$ cat src/rtl/irq_prio_ctrl.sv
module irq_prio_ctrl #(
  parameter int unsigned NSRC   = 13,
  parameter int unsigned DW     = 32,
  parameter logic [7:0]  VEC_L3 = 8'd27,
  parameter logic [7:0]  VEC_L5 = 8'd29,
  parameter logic [7:0]  VEC_L6 = 8'd30
) (
  input  logic            clk,
  input  logic            rst_n,
  input  logic [NSRC-1:0] src_req,
  input  logic            wr_en,
  input  logic            wr_sel,
  input  logic [DW-1:0]   wr_data,
  input  logic            dma_ctl_wr,
  input  logic [7:0]      dma_ctl_data,
  output logic [DW-1:0]   status_o,
  output logic [DW-1:0]   mask_o,
  output logic [2:0]      ipl_o,
  output logic [7:0]      vec_o
);

  localparam logic [DW-1:0] GRP3 = DW'(32'h0000_16AC);
  localparam logic [DW-1:0] GRP5 = DW'(32'h0002_0000);
  localparam logic [DW-1:0] GRP6 = DW'(32'h1CA0_0000);
  localparam int unsigned   CTL_BIT = 26;

  function automatic int unsigned bit_of(input int unsigned idx);
    case (idx)
      0:  bit_of = 2;
      1:  bit_of = 3;
      2:  bit_of = 5;
      3:  bit_of = 7;
      4:  bit_of = 9;
      5:  bit_of = 10;
      6:  bit_of = 12;
      7:  bit_of = 17;
      8:  bit_of = 21;
      9:  bit_of = 23;
      10: bit_of = 26;
      11: bit_of = 27;
      default: bit_of = 28;
    endcase
  endfunction

  logic [NSRC-1:0] req_q;
  logic [DW-1:0]   stat_q, mask_q, stat_d, pend;
  logic [2:0]      lvl;

  always_comb begin
    stat_d = stat_q;
    if (wr_en && !wr_sel) stat_d = wr_data;
    if (dma_ctl_wr)       stat_d[CTL_BIT] = dma_ctl_data[4];
    for (int i = 0; i < NSRC; i++)
      if (src_req[i] != req_q[i]) stat_d[bit_of(i)] = src_req[i];
  end

  assign pend = stat_q & mask_q;
  assign lvl  = |(pend & GRP6) ? 3'd6 :
                |(pend & GRP5) ? 3'd5 :
                |(pend & GRP3) ? 3'd3 : 3'd0;

  always_ff @(posedge clk) begin
    if (!rst_n) begin
      req_q  <= '0;
      stat_q <= '0;
      mask_q <= '0;
      ipl_o  <= '0;
      vec_o  <= '0;
    end else begin
      req_q  <= src_req;
      stat_q <= stat_d;
      if (wr_en && wr_sel) mask_q <= wr_data;
      ipl_o  <= lvl;
      case (lvl)
        3'd6:    vec_o <= VEC_L6;
        3'd5:    vec_o <= VEC_L5;
        3'd3:    vec_o <= VEC_L3;
        default: vec_o <= 8'd0;
      endcase
    end
  end

  assign status_o = stat_q;
  assign mask_o   = mask_q;

endmodule

$ cat config.mk
export PLATFORM = sky130hd
export DESIGN_NAME = irq_prio_ctrl
export DESIGN_NICKNAME = d
export VERILOG_FILES = /design/src/rtl/irq_prio_ctrl.sv
export SDC_FILE = /design/constraint.sdc
export NUM_CORES = 1
export LEC_CHECK = 0
export ABC_AREA = 1
export BUFFER_PORTS_ARGS = -buffer_cell sky130_fd_sc_hd__buf_2
export CAP_MARGIN = 10
export CORE_UTILIZATION = 51
export DETAILED_ROUTE_END_ITERATION = 12
export PLACE_DENSITY = 0.83
export SLEW_MARGIN = 20
export SYNTH_ARGS = -nofsm -noshare
export SYNTH_HDL_FRONTEND = slang
export SYNTH_SLANG_ARGS = --single-unit
export TNS_END_PERCENT = 1
$ cat constraint.sdc
create_clock -name clk -period 1.66 [get_ports clk]
set_input_delay 0.332 -clock clk [delete_from_list [all_inputs] [get_ports clk]]
set_output_delay 0.332 -clock clk [all_outputs]
set_load 0.005 [all_outputs]
==> impl_results.html <==
<table>
<tr><th>Metric</th><th>Value</th></tr>
<tr><th colspan="2">Run status</th></tr>
<tr><td>Outcome</td><td>finished clean</td></tr>
<tr><th colspan="2">Cells and area</th></tr>
<tr><td>Count of antenna diodes in the layout</td><td>0</td></tr>
<tr><td>Most common cell after layout, fill and taps aside</td><td>sky130_fd_sc_hd__buf_2</td></tr>
<tr><td>Post-layout util</td><td>around two thirds</td></tr>
<tr><td>Number of filler cells placed in the layout</td><td>approximately 540</td></tr>
<tr><td>Commonest non-fill, non-tap cells in the layout</td><td>122 x sky130_fd_sc_hd__buf_2, 107 x sky130_fd_sc_hd__nor2_1, 84 x sky130_fd_sc_hd__dfxtp_1, 75 x sky130_fd_sc_hd__nand2_1, 58 x sky130_fd_sc_hd__o21ai_0</td></tr>
<tr><td>Share of layout cells above drive strength 1</td><td>roughly 27%</td></tr>
<tr><td>Post-layout nets</td><td>about 590</td></tr>
<tr><td>Area growth, synth to finish</td><td>26.0%</td></tr>
<tr><td>Final std cell area, no fill</td><td>between 3000 and 4000 sq um</td></tr>
<tr><th colspan="2">Global route</th></tr>
<tr><td>Final global-route overflow total</td><td>0</td></tr>
<tr><td>Total routing usage reported by global routing</td><td>a little under a quarter</td></tr>
<tr><td>Initial antenna violation count</td><td>0</td></tr>
<tr><td>Largest net degree at the start of global routing</td><td>40</td></tr>
<tr><td>First-pass GRT wire length</td><td>11,300 um</td></tr>
<tr><td>Vias in the first global route</td><td>roughly 2,600</td></tr>
<tr><th colspan="2">STA</th></tr>
<tr><td>Time the worst path needs with I/O delays and setup</td><td>1.18 ns</td></tr>
<tr><td>Fin. max-slew vios</td><td>0</td></tr>
<tr><td>Share of the cycle needed by the critical path after routing</td><td>between 70% and 80%</td></tr>
<tr><td>Number of setup violations in the final report</td><td>0</td></tr>
<tr><td>Pin slew with the least headroom to its limit</td><td>approximately 0.6 ns</td></tr>
<tr><td>Final Hold Fails</td><td>0</td></tr>
<tr><td>Achievable frequency</td><td>about 0.85 GHz</td></tr>
<tr><td>Hold_ws</td><td>~0.17 ns</td></tr>
<tr><td>Clock skew after layout</td><td>~0.012 ns</td></tr>
<tr><td>Setup repair after global routing missed its margin</td><td>false</td></tr>
<tr><td>Setup slack after layout</td><td>between 0.4 and 0.5 ns</td></tr>
<tr><td>Final TNS setup</td><td>0 ns</td></tr>
<tr><td>Relative slew slack</td><td>58.9%</td></tr>
<tr><th colspan="2">CTS</th></tr>
<tr><td>Post-CTS Hold Buffers</td><td>0</td></tr>
<tr><td>Worst skew pair latency</td><td>between 0.3 and 0.4 ns</td></tr>
<tr><td>CTS tree</td><td>built</td></tr>
<tr><td>Number of buffers created by CTS</td><td>9</td></tr>
<tr><td>Post-CTS setup-driven buffer insertion count</td><td>0</td></tr>
<tr><td>Root Buffer</td><td>sky130_fd_sc_hd__clkbuf_8</td></tr>
<tr><td>Number of clock sinks</td><td>84</td></tr>
<tr><td>Maximum clock insertion buffer count</td><td>2</td></tr>
<tr><td>Number of gates resized after CTS</td><td>0</td></tr>
<tr><td>H-tree levels</td><td>3</td></tr>
<tr><td>Clock-pin transition on the worst setup and hold timing paths</td><td>approximately 0.080 ns</td></tr>
<tr><th colspan="2">Worst setup path</th></tr>
<tr><td>Signal arrival time at the worst endpoint</td><td>around 0.84 ns</td></tr>
<tr><td>Setup Crit Path Kind</td><td>reg2out</td></tr>
<tr><td>Element type at the critical path start</td><td>flip-flop</td></tr>
<tr><td>Data required time of the critical path</td><td>1.33 ns</td></tr>
<tr><td>Critical Path, Cell by Cell</td><td>buf_2</td></tr>
<tr><td>Top delay family on crit path</td><td>flip-flops</td></tr>
<tr><td>Slowest stage cell, crit path</td><td>sky130_fd_sc_hd__dfxtp_1</td></tr>
<tr><td>Top fanout value on the critical path</td><td>3</td></tr>
<tr><td>Number of buffer and inverter stages on the critical path</td><td>1</td></tr>
<tr><td>Biggest cell delay along the critical path</td><td>between 0.3 and 0.4 ns</td></tr>
<tr><td>CP Capture Type</td><td>output port</td></tr>
<tr><th colspan="2">Floorplan</th></tr>
<tr><td>Core area</td><td>between 5000 and 6000 sq um</td></tr>
<tr><td>Horizontal die dimension</td><td>approximately 80 um</td></tr>
<tr><td>Initial standard-cell utilization of the core</td><td>52.8%</td></tr>
<tr><td>Std-Cell Rows</td><td>28</td></tr>
<tr><td>Die Y</td><td>approximately 80 um</td></tr>
<tr><td>I/O pin total</td><td>around 130</td></tr>
<tr><td>Total Die Area</td><td>between 6000 and 7000 sq um</td></tr>
<tr><th colspan="2">Yosys</th></tr>
<tr><td>Synthesis-stage register bit count</td><td>84</td></tr>
<tr><td>Top cells by area in the synthesized netlist</td><td>sky130_fd_sc_hd__dfxtp_1 54%, sky130_fd_sc_hd__nor2_1 13%, sky130_fd_sc_hd__o21ai_0 9.3%</td></tr>
<tr><td>Mapped cell area</td><td>approximately 3100 sq um</td></tr>
<tr><td>Area share of the largest cell type after synthesis</td><td>between 50% and 60%</td></tr>
<tr><td>Register area share after synthesis</td><td>between 50% and 60%</td></tr>
<tr><td>Number of warning messages in the yosys log</td><td>0</td></tr>
<tr><td>Average cell area after synthesis</td><td>7.47 sq um</td></tr>
<tr><td>Library cell with the largest summed area after synthesis</td><td>sky130_fd_sc_hd__dfxtp_1</td></tr>
<tr><td>Post-Synthesis Cells</td><td>419</td></tr>
<tr><td>Synth unique cells</td><td>19</td></tr>
<tr><th colspan="2">Power and ir drop</th></tr>
<tr><td>Pwr per Cell Area</td><td>about 1100 nW/um^2</td></tr>
<tr><td>Static Leakage</td><td>about 0.0021 uW</td></tr>
<tr><td>Worst vdd rail ir drop</td><td>around 0.00052 V</td></tr>
<tr><th colspan="2">Route</th></tr>
<tr><td>Met1 Wirelength</td><td>3140 um</td></tr>
<tr><td>DRT antenna net count</td><td>0</td></tr>
<tr><td>Initial DRT Pass Iterations</td><td>4</td></tr>
<tr><td>WL per Instance</td><td>11.6 um</td></tr>
<tr><td>Vias</td><td>between 2,000 and 3,000</td></tr>
<tr><td>Detail-routed via count per cell</td><td>approximately 4.8</td></tr>
<tr><td>Total met2 wirelength after detailed routing</td><td>3470 um</td></tr>
<tr><td>Number of DRC markers in iteration 0</td><td>between 150 and 200</td></tr>
<tr><td>Uppermost layer routed</td><td>met4</td></tr>
<tr><td>Final wirelength</td><td>7150 um</td></tr>
<tr><td>DRC violation count after routing</td><td>0</td></tr>
<tr><td>Wire length on met3</td><td>377 um</td></tr>
<tr><th colspan="2">Worst hold path</th></tr>
<tr><td>HP Class</td><td>in2reg</td></tr>
<tr><th colspan="2">Job</th></tr>
<tr><td>Count of max-cap constraint violations</td><td>0</td></tr>
<tr><th colspan="2">Placed design</th></tr>
<tr><td>Count of buffers inserted at the top-level ports</td><td>122</td></tr>
<tr><td>Pre-CTS setup slack</td><td>~0.28 ns</td></tr>
<tr><td>HPWL after DPL</td><td>5040 um</td></tr>
<tr><td>Post-placement cell area</td><td>around 3800 sq um</td></tr>
<tr><td>Final GP Congestion</td><td>about 0.8</td></tr>
</table>
[layout make-up]
class | instances | area [sq um] | area share, %
sequential | 84 | 1680 | 42.7
multi-input combinational | 273 | 1170 | 29.6
timing repair buffer | 128 | 668 | 17.0
clock buffer | 13 | 149 | 3.78
inverter | 39 | 146 | 3.71
tap | 75 | 93.8 | 2.38
clock inverter | 2 | 35.0 | 0.889
[cells in the mapped netlist (all sizes together)]
cell / instances
o21ai: 58
o211ai: 7
conb: 1
nand2: 77
a21oi: 10
clkbuf: 10
or2: 1
buf: 15
nand3: 5
inv: 39
a31oi: 5
dfxtp: 84
nor2: 107
[logic make-up (layout without fill, tap and decap cells)]
| group | after synthesis | after routing | share of synthesized area (%) |
|---|---|---|---|
| AND/OR/NAND/NOR | 190 | 190 | 23.4 |
| buffers and inverters | 64 | 182 | 9.16 |
| AO/OA/AOI/OAI | 80 | 80 | 13.6 |
| flip-flops | 84 | 84 | 53.8 |
| other | 1 | 3 | 0.120 |
[metrics by stage]
stage	instances	total power, uW
4_1_cts	614	4220
2_1_floorplan	421	2580
3_5_place_dp	599	2840
6_report	614	4180
5_1_grt	614	4390
3_3_place_gp	599	2810
[registers in the layout (all words and copies together) (netlist names)]
signal	cells
ipl_o	3
vec_o	4
req_q	13
status_o	32
mask_o	32
[path summary, 6_finish.rpt]
kind,start,endpoint,slack [ns],cells past startpoint
worst min register to register,mask_o[16],mask_o[16],0.48,2
worst max register to register,status_o[26],ipl_o[1],0.59,4
worst min-delay path,src_req[9],req_q[9],0.17,3
worst max-delay path,mask_o[3],mask_o[3],0.48,1
[report_power, final]
part / internal (uW) / switching, uW / leakage, uW
sequential: 2160 / 71.8 / 0.000695
combinational: 248 / 303 / 0.00132
clock: 729 / 666 / 0.0000935
[layer usage]
| metal | up-vias | global-route usage [%] |
|---|---|---|
| met4 | 0 | 11.4 |
| li1 | 1526 | - |
| met5 | - | 0 |
| met1 | 1314 | 26.1 |
| met3 | 13 | 4.32 |
| met2 | 87 | 41.4 |
Power figures use the tool's default switching activity.
